## src/rtl/ptmr_pkg.sv

```systemverilog
package ptmr_pkg;
   typedef enum logic [1:0] {
      RS_LOAD  = 2'd0,
      RS_COUNT = 2'd1,
      RS_CTRL  = 2'd2,
      RS_STAT  = 2'd3
   } reg_sel_e;

   localparam int CTRL_EN      = 0;
   localparam int CTRL_RELOAD  = 1;
   localparam int CTRL_IE      = 2;
   localparam int CTRL_DIV_LSB = 8;
   localparam int STAT_EXP     = 0;
endpackage

```

## src/rtl/ptmr_prescaler.sv

```systemverilog
module ptmr_prescaler #(
   parameter int PRESC_W = 8
) (
   input  logic               clk,
   input  logic               rst_n,
   input  logic               run_i,
   input  logic               restart_i,
   input  logic [PRESC_W-1:0] div_i,
   output logic               tick_o
);
   logic [PRESC_W-1:0] pre_q;
   logic               wrap;

   assign wrap   = (pre_q == div_i);
   assign tick_o = run_i && !restart_i && wrap;

   always_ff @(posedge clk or negedge rst_n) begin
      if (!rst_n)         pre_q <= '0;
      else if (restart_i) pre_q <= '0;
      else if (run_i)     pre_q <= wrap ? '0 : pre_q + PRESC_W'(1);
   end


   presc_bound_chk: assert property (@(posedge clk) disable iff (!rst_n)
      (run_i && !restart_i) |-> (pre_q <= div_i));
endmodule

```

## src/rtl/ptmr_irq_edge.sv

```systemverilog
module ptmr_irq_edge (
   input  logic clk,
   input  logic rst_n,
   input  logic stat_i,
   input  logic ie_i,
   output logic pulse_o
);
   logic prev_q;

   always_ff @(posedge clk or negedge rst_n) begin
      if (!rst_n) prev_q <= 1'b0;
      else        prev_q <= stat_i;
   end

   assign pulse_o = stat_i && !prev_q && ie_i;


   pulse_single_chk: assert property (@(posedge clk) disable iff (!rst_n)
      pulse_o |=> !pulse_o);
endmodule

```

## src/rtl/ptmr_core.sv

```systemverilog
module ptmr_core
   import ptmr_pkg::*;
#(
   parameter int CNT_W   = 32,
   parameter int PRESC_W = 8,
   parameter int DATA_W  = 32
) (
   input  logic              clk,
   input  logic              rst_n,
   input  logic              wr_i,
   input  reg_sel_e          reg_i,
   input  logic [DATA_W-1:0] wdata_i,
   output logic [DATA_W-1:0] rdata_o,
   output logic              stat_o,
   output logic              ie_o
);
   logic [CNT_W-1:0]   load_q, cnt_q;
   logic [PRESC_W-1:0] div_q;
   logic               en_q, rl_q, ie_q, stat_q;
   logic               wr_load, wr_cnt, wr_ctrl, wr_stat;
   logic               armed, tick, expire;

   assign wr_load = wr_i && (reg_i == RS_LOAD);
   assign wr_cnt  = wr_i && (reg_i == RS_COUNT);
   assign wr_ctrl = wr_i && (reg_i == RS_CTRL);
   assign wr_stat = wr_i && (reg_i == RS_STAT);
   assign armed   = en_q && (cnt_q != '0);
   assign expire  = tick && (cnt_q == CNT_W'(1));

   ptmr_prescaler #(.PRESC_W(PRESC_W)) u_div (
      .clk       (clk),
      .rst_n     (rst_n),
      .run_i     (armed),
      .restart_i (wr_i),
      .div_i     (div_q),
      .tick_o    (tick)
   );

   always_ff @(posedge clk or negedge rst_n) begin
      if (!rst_n) begin
         load_q <= '0;
         cnt_q  <= '0;
         div_q  <= '0;
         en_q   <= 1'b0;
         rl_q   <= 1'b0;
         ie_q   <= 1'b0;
         stat_q <= 1'b0;
      end else begin
         if (wr_ctrl) begin
            en_q  <= wdata_i[CTRL_EN];
            rl_q  <= wdata_i[CTRL_RELOAD];
            ie_q  <= wdata_i[CTRL_IE];
            div_q <= wdata_i[CTRL_DIV_LSB +: PRESC_W];
         end
         if (wr_load) load_q <= wdata_i[CNT_W-1:0];
         if (wr_load || wr_cnt) cnt_q <= wdata_i[CNT_W-1:0];
         else if (expire)       cnt_q <= rl_q ? load_q : '0;
         else if (tick)         cnt_q <= cnt_q - CNT_W'(1);
         if (expire)                          stat_q <= 1'b1;
         else if (wr_stat && wdata_i[STAT_EXP]) stat_q <= 1'b0;
      end
   end

   always_comb begin
      rdata_o = '0;
      case (reg_i)
         RS_LOAD:  rdata_o[CNT_W-1:0] = load_q;
         RS_COUNT: rdata_o[CNT_W-1:0] = en_q ? cnt_q : '0;
         RS_CTRL: begin
            rdata_o[CTRL_EN]                    = en_q;
            rdata_o[CTRL_RELOAD]                = rl_q;
            rdata_o[CTRL_IE]                    = ie_q;
            rdata_o[CTRL_DIV_LSB +: PRESC_W]    = div_q;
         end
         default:  rdata_o[STAT_EXP] = stat_q;
      endcase
   end

   assign stat_o = stat_q;
   assign ie_o   = ie_q;


   zero_idle_chk: assert property (@(posedge clk) disable iff (!rst_n)
      (cnt_q == '0 && !wr_i) |=> !$rose(stat_q));

   stat_clear_chk: assert property (@(posedge clk) disable iff (!rst_n)
      $fell(stat_q) |-> $past(wr_stat && wdata_i[STAT_EXP]));

   hold_off_chk: assert property (@(posedge clk) disable iff (!rst_n)
      (!en_q && !wr_i) |=> $stable(cnt_q));

   cnt_down_chk: assert property (@(posedge clk) disable iff (!rst_n)
      (!wr_i && !expire) |=> (cnt_q <= $past(cnt_q)));
endmodule

```

## src/rtl/priv_timer_pair.sv

```systemverilog
module priv_timer_pair
   import ptmr_pkg::*;
#(
   parameter int CNT_W   = 32,
   parameter int PRESC_W = 8,
   parameter int ID_BASE = 29,
   parameter int ID_W    = 5
) (
   input  logic            clk,
   input  logic            rst_n,
   input  logic            wr_en,
   input  logic [5:0]      addr,
   input  logic [31:0]     wdata,
   output logic [31:0]     rdata,
   output logic [1:0]      irq_pulse,
   output logic [ID_W-1:0] irq_id
);
   localparam int NT     = 2;
   localparam int DATA_W = 32;

   if (CNT_W < 2 || CNT_W > DATA_W) begin : g_bad_cnt
      $error("priv_timer_pair: CNT_W out of range");
   end
   if (PRESC_W < 1 || PRESC_W > 8) begin : g_bad_div
      $error("priv_timer_pair: PRESC_W must be 1..8");
   end
   if (ID_BASE < 1 || ID_BASE + NT > (1 << ID_W)) begin : g_bad_id
      $error("priv_timer_pair: ID_BASE does not fit ID_W");
   end

   reg_sel_e          reg_sel;
   logic              tsel;
   logic [DATA_W-1:0] rd_arr [NT];
   logic              unused_addr_bits;

   assign reg_sel          = reg_sel_e'(addr[3:2]);
   assign tsel             = addr[5];
   assign unused_addr_bits = ^{addr[4], addr[1:0]};

   for (genvar k = 0; k < NT; k++) begin : g_tmr
      logic stat, ie;

      ptmr_core #(.CNT_W(CNT_W), .PRESC_W(PRESC_W), .DATA_W(DATA_W)) u_core (
         .clk     (clk),
         .rst_n   (rst_n),
         .wr_i    (wr_en && (tsel == k[0])),
         .reg_i   (reg_sel),
         .wdata_i (wdata),
         .rdata_o (rd_arr[k]),
         .stat_o  (stat),
         .ie_o    (ie)
      );

      ptmr_irq_edge u_edge (
         .clk     (clk),
         .rst_n   (rst_n),
         .stat_i  (stat),
         .ie_i    (ie),
         .pulse_o (irq_pulse[k])
      );
   end

   assign rdata = rd_arr[tsel];

   always_comb begin
      irq_id = '0;
      for (int k = NT - 1; k >= 0; k--) begin
         if (irq_pulse[k]) irq_id = ID_W'(ID_BASE + k);
      end
   end


   wdg_id_chk: assert property (@(posedge clk) disable iff (!rst_n)
      (irq_pulse == 2'b10) |-> (irq_id == ID_W'(ID_BASE + 1)));
endmodule

```

## config.mk

```make
export PLATFORM = sky130hd
export DESIGN_NAME = priv_timer_pair
export DESIGN_NICKNAME = d
export VERILOG_FILES = /design/src/rtl/ptmr_pkg.sv /design/src/rtl/ptmr_prescaler.sv /design/src/rtl/ptmr_irq_edge.sv /design/src/rtl/ptmr_core.sv /design/src/rtl/priv_timer_pair.sv
export SDC_FILE = /design/constraint.sdc
export NUM_CORES = 1
export LEC_CHECK = 0
export ABC_AREA = 1
export CORE_ASPECT_RATIO = 1.5
export CORE_MARGIN = 5
export CORE_UTILIZATION = 37
export DETAILED_ROUTE_END_ITERATION = 10
export GPL_ROUTABILITY_DRIVEN = 0
export PLACE_DENSITY = 0.58
export SYNTH_ARGS = -nofsm -noshare
export SYNTH_HDL_FRONTEND = slang
export SYNTH_SLANG_ARGS = --single-unit
export TNS_END_PERCENT = 10
```

## constraint.sdc

```tcl
create_clock -name clk -period 5.9 [get_ports clk]
set_clock_uncertainty 0.2 [all_clocks]
set_input_delay 1.18 -clock clk [delete_from_list [all_inputs] [get_ports clk]]
set_output_delay 1.18 -clock clk [all_outputs]
set_load 0.01 [all_outputs]
```

==> impl_metrics.py, run 1 <==
metrics = {
    "grt": {
        "grtUsageTotal_pct": 24.0,
        "grt_pass1_wl_mm": 61.5,
        "antenna_found_initial": 1,
        "grt_pass1_vias": 10500,
        "grt_overflow": 0,
        "grt_max_degree": 65,
    },
    "drt": {
        "totalWireLength_mm": 39.2,
        "drt-pass1-iter-count": 6,
        "drc": 0,
        "wl_per_cell_um": 20.0,
        "drtIter0Drc": 1025,
        "drtAntennaViolNets": 0,
        "dr_total_vias": 10600,
        "viasPerCell": 5.42,
    },
    "synth": {
        "synth_area_mm2": 0.0111,
        "yosys_warnings": 0,
        "synth_edf_count": 0,
        "syn_nets": 1565,
        "ys_types": 42,
        "ys.flop_type": "dfrtp_1",
        "ys_ff_latch": 170,
        "avgSynthCellArea_um2": 7.31,
        "synth-async-reset-ratio_pct": 100,
        "synth_cells": 1516,
        "seq_area_frac_synth_pct": 38.4,
    },
    "timing": {
        "setup_viol": 0,
        "max_freq_mhz": 190,
        "rsz0062_at_grt": "false",
        "post-route-period-util_pct": 89.1,
        "hold_violations": 0,
        "worst_pin_slew_ns": 0.848,
        "tns_ns": 0,
        "hold_slack_ns": 0.273,
        "final_period_minus_worst_setup_slack_ns": 5.26,
        "slew_headroom_pct": 43.3,
        "maxSlewViolCount": 0,
    },
    "setup_path": {
        "crit_type": "input port to primary output",
        "cp_slowest_cell": "clkdlybuf4s50_1",
        "endpoint_kind": "primary output",
        "slowest_delay_ns": 0.65,
        "start_kind": "input port",
        "cp.required_ns": 4.52,
        "cp_top_family": "buffers and inverters",
        "crit_fanout": 24,
        "path_buf_inv": 4,
        "path_cells": "clkdlybuf4s50_1 > nor2_1 > inv_1 > nor2_2 > buf_12 > a22oi_1 > a21oi_1 > o21ai_0 > o21ai_0 > clkdlybuf4s50_1",
        "cp.arrival_ns": 3.88,
    },
    "clocking": {
        "numCtsBuffers": 17,
        "root_buffer": "clkbuf_16",
        "numClockSinks": 170,
        "hold_buffers": 0,
        "clk_pin_slew_ns": 0.07,
        "htree_levels": 4,
        "clock_latency_ns": 0.46,
        "post-cts-setup-buffers": 0,
        "cts_resized": 0,
        "cts_tree": "built",
        "cts_buffer_depth": 2,
    },
    "die": {
        "die_x_um": 151,
        "initial_utilization_pct": 37.6,
        "dieHeight_um": 222,
        "fp-row-count": 77,
        "die_area_mm2": 0.0336,
        "core_area_mm2": 0.0295,
        "ios": 80,
    },
    "finish": {
        "final_layout_size_suffix_gt1_share_pct": 8.35,
        "fin_nets": 1605,
        "layout_common_cells": "nand2_1, inv_1, dfrtp_1, nor2_1, o21ai_0",
        "final_common_cell": "nand2_1",
        "syn2layout_area_growth_pct": 14.6,
    },
    "power_and_ir_drop": {
        "vdd_drop_max_uv": 210,
        "power.leakage_nw": 5.75,
        "pwr_density_cell_mw_per_mm2": 335,
    },
    "min_path": {
        "hold_class": "flop to flop",
    },
    "job": {
        "cap_viol_max_count": 0,
    },
    "placed_design": {
        "dpl.hpwl_mm": 28.9,
        "port_buffers": 76,
    },
    "run_status": {
        "status": "complete, no violations",
    },
}
where the power goes:
group	leakage [nW]	internal (mW)	switching (mW)
combinational	3.32	0.489	0.851
clock	0.299	0.675	0.534
sequential	2.13	1.42	0.284
cell usage after synthesis, types with 11 or more instances:
| cell type | instances | area (µm²) |
|---|---|---|
| nand2_1 | 375 | 1410 |
| inv_1 | 173 | 649 |
| dfrtp_1 | 170 | 4250 |
| nor2_1 | 133 | 499 |
| o21ai_0 | 125 | 626 |
| nand3_1 | 86 | 430 |
| o22ai_1 | 72 | 450 |
| xor2_1 | 52 | 455 |
| a21oi_1 | 42 | 210 |
| o211ai_1 | 37 | 278 |
| clkbuf_1 | 33 | 124 |
| a22oi_1 | 29 | 218 |
| buf_2 | 18 | 90.1 |
| nor2_2 | 16 | 100 |
| o21ai_1 | 16 | 80.1 |
| nor2_4 | 15 | 169 |
| nand2_2 | 12 | 75.1 |
| nand4_1 | 11 | 68.8 |
routing by layer:
metal / vias up / GRT usage [%] / wire (µm)
li1: 5110 / - / -
met1: 5079 / 29.9 / 15600
met2: 371 / 40.9 / 20300
met3: 85 / 3.27 / 1830
met4: 0 / 10.2 / 1570
met5: - / 0 / 0
worst reg2reg max path: stages (launching register included):
cell      delay (ns)
dfrtp_1         0.49
nor2_1          0.28
nand2_1         0.19
nor2_8          0.18
nand2_2         0.08
nor2_4          0.62
inv_2           0.41
a21oi_1         0.23
nor2_1          0.06
o21ai_0         0.10
o211ai_2        0.11
registers in the layout (all words and copies together), names as in the netlist:
name	flops
g_tmr.u_core.en_q	2
g_tmr.u_core.load_q	64
g_tmr.u_core.cnt_q	64
g_tmr.u_core.stat_o	2
g_tmr.u_core.rl_q	2
g_tmr.u_edge.prev_q	2
g_tmr.u_core.div_q	16
g_tmr.u_core.ie_o	2
g_tmr.u_core.u_div.pre_q	16
area by class of cell:
cell class                 instances  area (µm²)
antenna                            1        2.50
multi-input combinational       1089        5730
inverter                         185         702
clock inverter                    15         186
sequential                       170        4250
timing repair buffer              93         897
fill                            3085       16800
tap                              395         494
clock buffer                      17         425
worst paths after layout:
check / start / to / slack [ns] / depth (start not counted)
max: addr[3] / rdata[0] / 0.64 / 10
max reg2reg: g_tmr[1].u_core.cnt_q[15] / g_tmr[1].u_core.cnt_q[22] / 2.82 / 10
min reg2reg: g_tmr[1].u_core.stat_o / g_tmr[1].u_edge.prev_q / 0.27 / 0
max in group asynchronous: rst_n / g_tmr[1].u_core.load_q[1] / 3.73 / 2
min in group asynchronous: rst_n / g_tmr[1].u_core.u_div.pre_q[0] / 0.52 / 1
min: g_tmr[1].u_core.stat_o / g_tmr[1].u_edge.prev_q / 0.27 / 0
cells by family after synthesis:
logic type	count (synthesis)	synth area share, %
flip-flops	170	38.4
adder cells (fa/ha/maj)	8	0.904
XOR/XNOR	58	4.59
buffers and inverters	257	9.93
AND/OR/NAND/NOR	671	26.7
AO/OA/AOI/OAI	352	19.5
metrics by stage:
stage                     setup WS, ns  cell area, µm²  instances  total power, mW  utilization, %
final                            0.643           12700       1965             4.25            43.1
after global routing             0.510           12700       1965             4.52            43.1
after CTS                        0.644           12700       1964             4.27            43.0
after detailed placement         0.648           12100       1932             3.05            41.0
after global placement           0.625           12100       1932             3.03            41.0
after floorplan                   2.12           11100       1516             2.59               -
Note: power is estimated with default switching activity, not from simulation.
==> run 2: changes to the inputs <==
CORE_ASPECT_RATIO = 1.2   (was 1.5)
CORE_UTILIZATION = 45   (was 37)
PLACE_DENSITY = 0.67   (was 0.58)
RECOVER_POWER = 25   (was not set)
==> impl_metrics.py, run 2 (same netlist as run 1, synthesis figures left out) <==
metrics = {
    "run_status": {
        "status": "finished with violations",
        "violations": "capacitance limit, slew limit",
    },
    "drt": {
        "drt-pass1-iter-count": 7,
        "drc": 0,
        "totalWireLength_mm": 38.2,
        "dr_wl_met3_mm": 2.78,
        "wl_met2_mm": 18.2,
        "wl_met1_mm": 15.6,
        "top_layer": "met4",
        "drtIter0Drc": 1167,
        "dr_total_vias": 11000,
        "drtAntennaViolNets": 0,
        "wl_per_cell_um": 20.1,
        "viasPerCell": 5.77,
    },
    "power_and_ir_drop": {
        "power.leakage_nw": 5.75,
        "combPwrFrac_pct": 31.9,
        "pwr_density_cell_mw_per_mm2": 334,
        "seqPwrFrac_pct": 40.6,
        "p_switching_mw": 1.63,
        "vdd_drop_max_uv": 227,
        "power_mw": 4.20,
        "switching_share_pct": 38.8,
        "p_int_mw": 2.57,
        "clkPwrFrac_pct": 27.5,
    },
    "setup_path": {
        "slowest_delay_ns": 0.61,
        "cp_slowest_cell": "clkdlybuf4s50_1",
        "path_buf_inv": 5,
        "cp.arrival_ns": 3.91,
        "crit_fanout": 10,
        "cp.required_ns": 4.52,
        "endpoint_kind": "primary output",
        "path_cells": "clkdlybuf4s50_1 > nor2_1 > inv_1 > nor2_2 > buf_4 > inv_1 > o22ai_1 > nand2_1 > o21ai_0 > clkdlybuf4s50_1",
        "start_kind": "input port",
        "cp_top_family": "buffers and inverters",
        "crit_type": "input port to primary output",
    },
    "clocking": {
        "root_buffer": "clkbuf_16",
        "post-cts-setup-buffers": 0,
        "clock_latency_ns": 0.44,
        "cts_tree": "built",
        "clk_pin_slew_ns": 0.07,
        "hold_buffers": 0,
        "cts_buffer_depth": 2,
        "numCtsBuffers": 17,
        "htree_levels": 4,
        "cts_resized": 0,
        "numClockSinks": 170,
    },
    "finish": {
        "final_common_cell": "nand2_1",
        "fin_cells": 1899,
        "final_layout_size_suffix_gt1_share_pct": 8.39,
        "layout_common_cells": "nand2_1, inv_1, dfrtp_1, nor2_1, o21ai_0",
        "largestRegisters": "g_tmr.u_core.cnt_q: 64 flops, g_tmr.u_core.load_q: 64 flops",
        "fin_nets": 1609,
        "n_fill_cell": 2332,
        "syn2layout_area_growth_pct": 13.7,
        "final_util_pct": 51.4,
    },
    "grt": {
        "grt_max_degree": 86,
        "grt_pass1_vias": 10600,
        "grt_pass1_wl_mm": 59.8,
        "grtUsageTotal_pct": 27.2,
        "antenna_found_initial": 1,
        "grt_overflow": 0,
    },
    "timing": {
        "slew_headroom_pct": -171,
        "hold_violations": 0,
        "post-route-period-util_pct": 89.7,
        "max_freq_mhz": 189,
        "rsz0062_at_grt": "false",
        "hold_slack_ns": 0.266,
        "tns_ns": 0,
        "maxSlewViolCount": 86,
        "final_period_minus_worst_setup_slack_ns": 5.29,
        "worst_pin_slew_ns": 4.06,
        "setup_viol": 0,
    },
    "placed_design": {
        "dpl.hpwl_mm": 27.4,
        "place_inst": 1866,
        "port_buffers": 76,
    },
    "die": {
        "core_area_mm2": 0.0245,
        "fp-row-count": 63,
        "ios": 80,
        "die_x_um": 153,
        "die_area_mm2": 0.0279,
        "dieHeight_um": 182,
        "initial_utilization_pct": 45.2,
    },
    "min_path": {
        "hold_class": "flop to flop",
    },
    "job": {
        "cap_viol_max_count": 1,
    },
}
## run 2: cell count changes in the layout (fill, tap and decap cells not counted), moves of 2 or more
| cell | previous run | this run |
|---|---|---|
| inv_6 | 7 | 1 |
| buf_4 | 16 | 21 |
| clkbuf_8 | 0 | 3 |
| clkinvlp_4 | 1 | 4 |
| clkbuf_1 | 0 | 2 |
## run 2: path summary, 6_finish.rpt
kind / start / end / slack (ns) / cells after the start
min: g_tmr[1].u_core.stat_o / g_tmr[1].u_edge.prev_q / 0.27 / 0
max in group asynchronous: rst_n / g_tmr[1].u_core.load_q[22] / 1.08 / 1
max: addr[3] / rdata[27] / 0.61 / 10
min in group asynchronous: rst_n / g_tmr[1].u_core.u_div.pre_q[1] / 2.07 / 1
max reg2reg: g_tmr[1].u_core.cnt_q[14] / g_tmr[1].u_core.cnt_q[22] / 2.90 / 10
min reg2reg: g_tmr[1].u_core.stat_o / g_tmr[1].u_edge.prev_q / 0.27 / 0
## run 2: power groups by stage
stage	Combinational, mW	Sequential [mW]	Clock [mW]
finish	1.34	1.71	1.15
floorplan	0.960	1.63	0
detailed placement	1.32	1.71	0
global route	1.50	1.73	1.20
global placement	1.29	1.71	0
CTS	1.33	1.69	1.16
## run 2: layout make-up
cell class                 instances  area (µm²)  area share (%)
multi-input combinational       1089        5730            45.5
sequential                       170        4250            33.8
timing repair buffer              97         912            7.24
inverter                         185         702            5.57
clock buffer                      22         474            3.76
tap                              325         407            3.23
clock inverter                    10         118           0.933
antenna                            1        2.50          0.0199
## run 2: per-stage QoR
step	area [µm²]	worst slack [ns]
after CTS	12600	0.634
after detailed placement	12000	0.648
after global routing	12600	0.292
after global placement	12000	0.624
final	12600	0.605
after floorplan	11100	2.12
## run 2: per-layer routing
metal / vias to the layer above / global-route usage [%]
met5: - / 0
met4: 0 / 12.0
met1: 5232 / 35.8
met2: 525 / 44.1
met3: 91 / 4.53
li1: 5112 / -
==> run 3: changes to the inputs <==
clock period = 5.3 ns   (was 5.9 ns; I/O delays follow)
==> impl_metrics.py, run 3 (same netlist as run 1, synthesis figures left out) <==
metrics = {
    "run_status": {
        "status": "finished with violations",
        "violations": "capacitance limit, slew limit",
    },
    "grt": {
        "antenna_found_initial": 1,
        "grt_overflow": 0,
        "grt_pass1_vias": 10500,
        "grt_pass1_wl_mm": 59.2,
        "grtUsageTotal_pct": 27.0,
        "grt_max_degree": 105,
    },
    "power_and_ir_drop": {
        "switching_share_pct": 39.1,
        "pwr_density_cell_mw_per_mm2": 365,
        "vdd_drop_max_uv": 261,
        "seqPwrFrac_pct": 41.5,
        "p_int_mw": 2.79,
        "p_switching_mw": 1.79,
        "clkPwrFrac_pct": 25.9,
        "power.leakage_nw": 5.73,
        "combPwrFrac_pct": 32.6,
    },
    "min_path": {
        "min_from": "g_tmr[1].u_core.stat_o",
        "hold_class": "flop to flop",
    },
    "drt": {
        "dr_total_vias": 10800,
        "viasPerCell": 5.70,
        "drtIter0Drc": 1219,
        "wl_per_cell_um": 19.9,
        "totalWireLength_mm": 37.8,
        "drtAntennaViolNets": 0,
        "drt-pass1-iter-count": 6,
        "drc": 0,
    },
    "setup_path": {
        "crit_type": "input port to primary output",
        "endpoint": "rdata[15]",
        "r2r-start": "g_tmr[0].u_core.cnt_q[9]",
        "start_kind": "input port",
        "endpoint_kind": "primary output",
        "startpoint": "addr[3]",
        "reg2reg_to": "g_tmr[0].u_core.cnt_q[24]",
        "cp.arrival_ns": 3.60,
        "cp.required_ns": 4.04,
        "reg2reg_slack_ns": 2.38,
        "crit_fanout": 12,
        "rr_worst_depth": 10,
    },
    "placed_design": {
        "dp_slack_ns": 0.478,
        "dpl.hpwl_mm": 27.1,
        "port_buffers": 76,
    },
    "clocking": {
        "clk_pin_slew_ns": 0.06,
        "cts_tree": "built",
        "hold_buffers": 0,
        "post-cts-setup-buffers": 0,
        "htree_levels": 4,
        "numCtsBuffers": 17,
        "clock_latency_ns": 0.45,
        "root_buffer": "clkbuf_16",
        "numClockSinks": 170,
        "cts_resized": 0,
        "cts_buffer_depth": 2,
    },
    "die": {
        "core_area_mm2": 0.0245,
        "die_x_um": 153,
        "ios": 80,
        "initial_utilization_pct": 45.2,
        "fp-row-count": 63,
        "dieHeight_um": 182,
        "die_area_mm2": 0.0279,
    },
    "timing": {
        "hold_violations": 0,
        "final_period_minus_worst_setup_slack_ns": 4.86,
        "max_freq_mhz": 206,
        "rsz0062_at_grt": "false",
        "tns_ns": 0,
        "maxSlewViolCount": 105,
        "worst_pin_slew_ns": 2.78,
        "timing.final.ws_setup_ns": 0.435,
        "setup_viol": 0,
        "post-route-period-util_pct": 91.8,
        "slew_headroom_pct": -85.5,
    },
    "finish": {
        "syn2layout_area_growth_pct": 13.2,
        "seqCellArea_mm2": 0.00425,
        "final_common_cell": "nand2_1",
        "final_layout_size_suffix_gt1_share_pct": 8.26,
        "layout_common_cells": "nand2_1, inv_1, dfrtp_1, nor2_1, o21ai_0",
        "fin_nets": 1610,
        "largestRegisters": "g_tmr.u_core.cnt_q: 64 flops, g_tmr.u_core.load_q: 64 flops",
        "n_fill_cell": 2362,
        "multi_input_area_mm2": 0.00573,
    },
    "job": {
        "cap_viol_max_count": 1,
    },
}
[run 3: cell count changes in the layout (fill, tap and decap cells not counted), sizes merged]
cell and change:
bufinv -1, clkinv +2, buf +1, clkinvlp -3
clkbuf +3, dlygate4sd2 -1
[run 3: stage by stage]
step / utilization (%) / std cells / hold slack, ns / cell area (µm²) / power (mW)
CTS: 51.2 / 1899 / 0.243 / 12500 / 4.56
detailed placement: 49.0 / 1867 / 0.235 / 12000 / 3.38
global placement: 49.0 / 1867 / 0.242 / 12000 / 3.34
floorplan: - / 1516 / 0.184 / 11100 / 2.88
global route: 51.2 / 1900 / 0.258 / 12500 / 4.85
finish: 51.2 / 1900 / 0.245 / 12500 / 4.58
[run 3: final cells by class]
| cell class | count | share of cell area [%] |
|---|---|---|
| Multi-Input combinational cell | 1089 | 45.7 |
| Inverter | 185 | 5.60 |
| Sequential cell | 170 | 33.9 |
| Tap cell | 325 | 3.24 |
| Timing Repair Buffer | 98 | 7.30 |
| Clock buffer | 24 | 3.68 |
| Antenna cell | 1 | 0.0199 |
| Clock inverter | 8 | 0.569 |
[run 3: worst min-delay path by stage]
stage | depth (start not counted) | end | slack [ns]
2_1_floorplan | 0 | g_tmr[1].u_edge.prev_q | 0.18
3_3_place_gp | 0 | g_tmr[1].u_edge.prev_q | 0.24
3_5_place_dp | 0 | g_tmr[1].u_edge.prev_q | 0.23
4_1_cts | 0 | g_tmr[1].u_edge.prev_q | 0.24
5_1_grt | 0 | g_tmr[1].u_edge.prev_q | 0.26
6_report | 0 | g_tmr[1].u_edge.prev_q | 0.25
[run 3: critical path, stage by stage]
cell	delay [ns]
clkdlybuf4s50_1	0.75
inv_1	0.08
nor2_1	0.14
inv_1	0.28
o221ai_1	0.24
o21ai_0	0.17
a31oi_1	0.29
clkdlybuf4s50_1	0.60
[run 3: power groups by stage]
stage | Clock [mW] | Sequential, mW | Combinational, mW
detailed placement | 0 | 1.90 | 1.47
CTS | 1.19 | 1.89 | 1.48
floorplan | 0 | 1.81 | 1.07
finish | 1.19 | 1.90 | 1.49
global route | 1.25 | 1.93 | 1.67
global placement | 0 | 1.90 | 1.44
[run 3: routing by layer]
layer  wire [µm]  vias up  global-route usage (%)
met5           0        -                       0
met4        1620        0                    12.4
met3        2320       95                    3.74
met2       18100      488                    44.1
met1       15800     5150                    35.5
li1            -     5103                       -
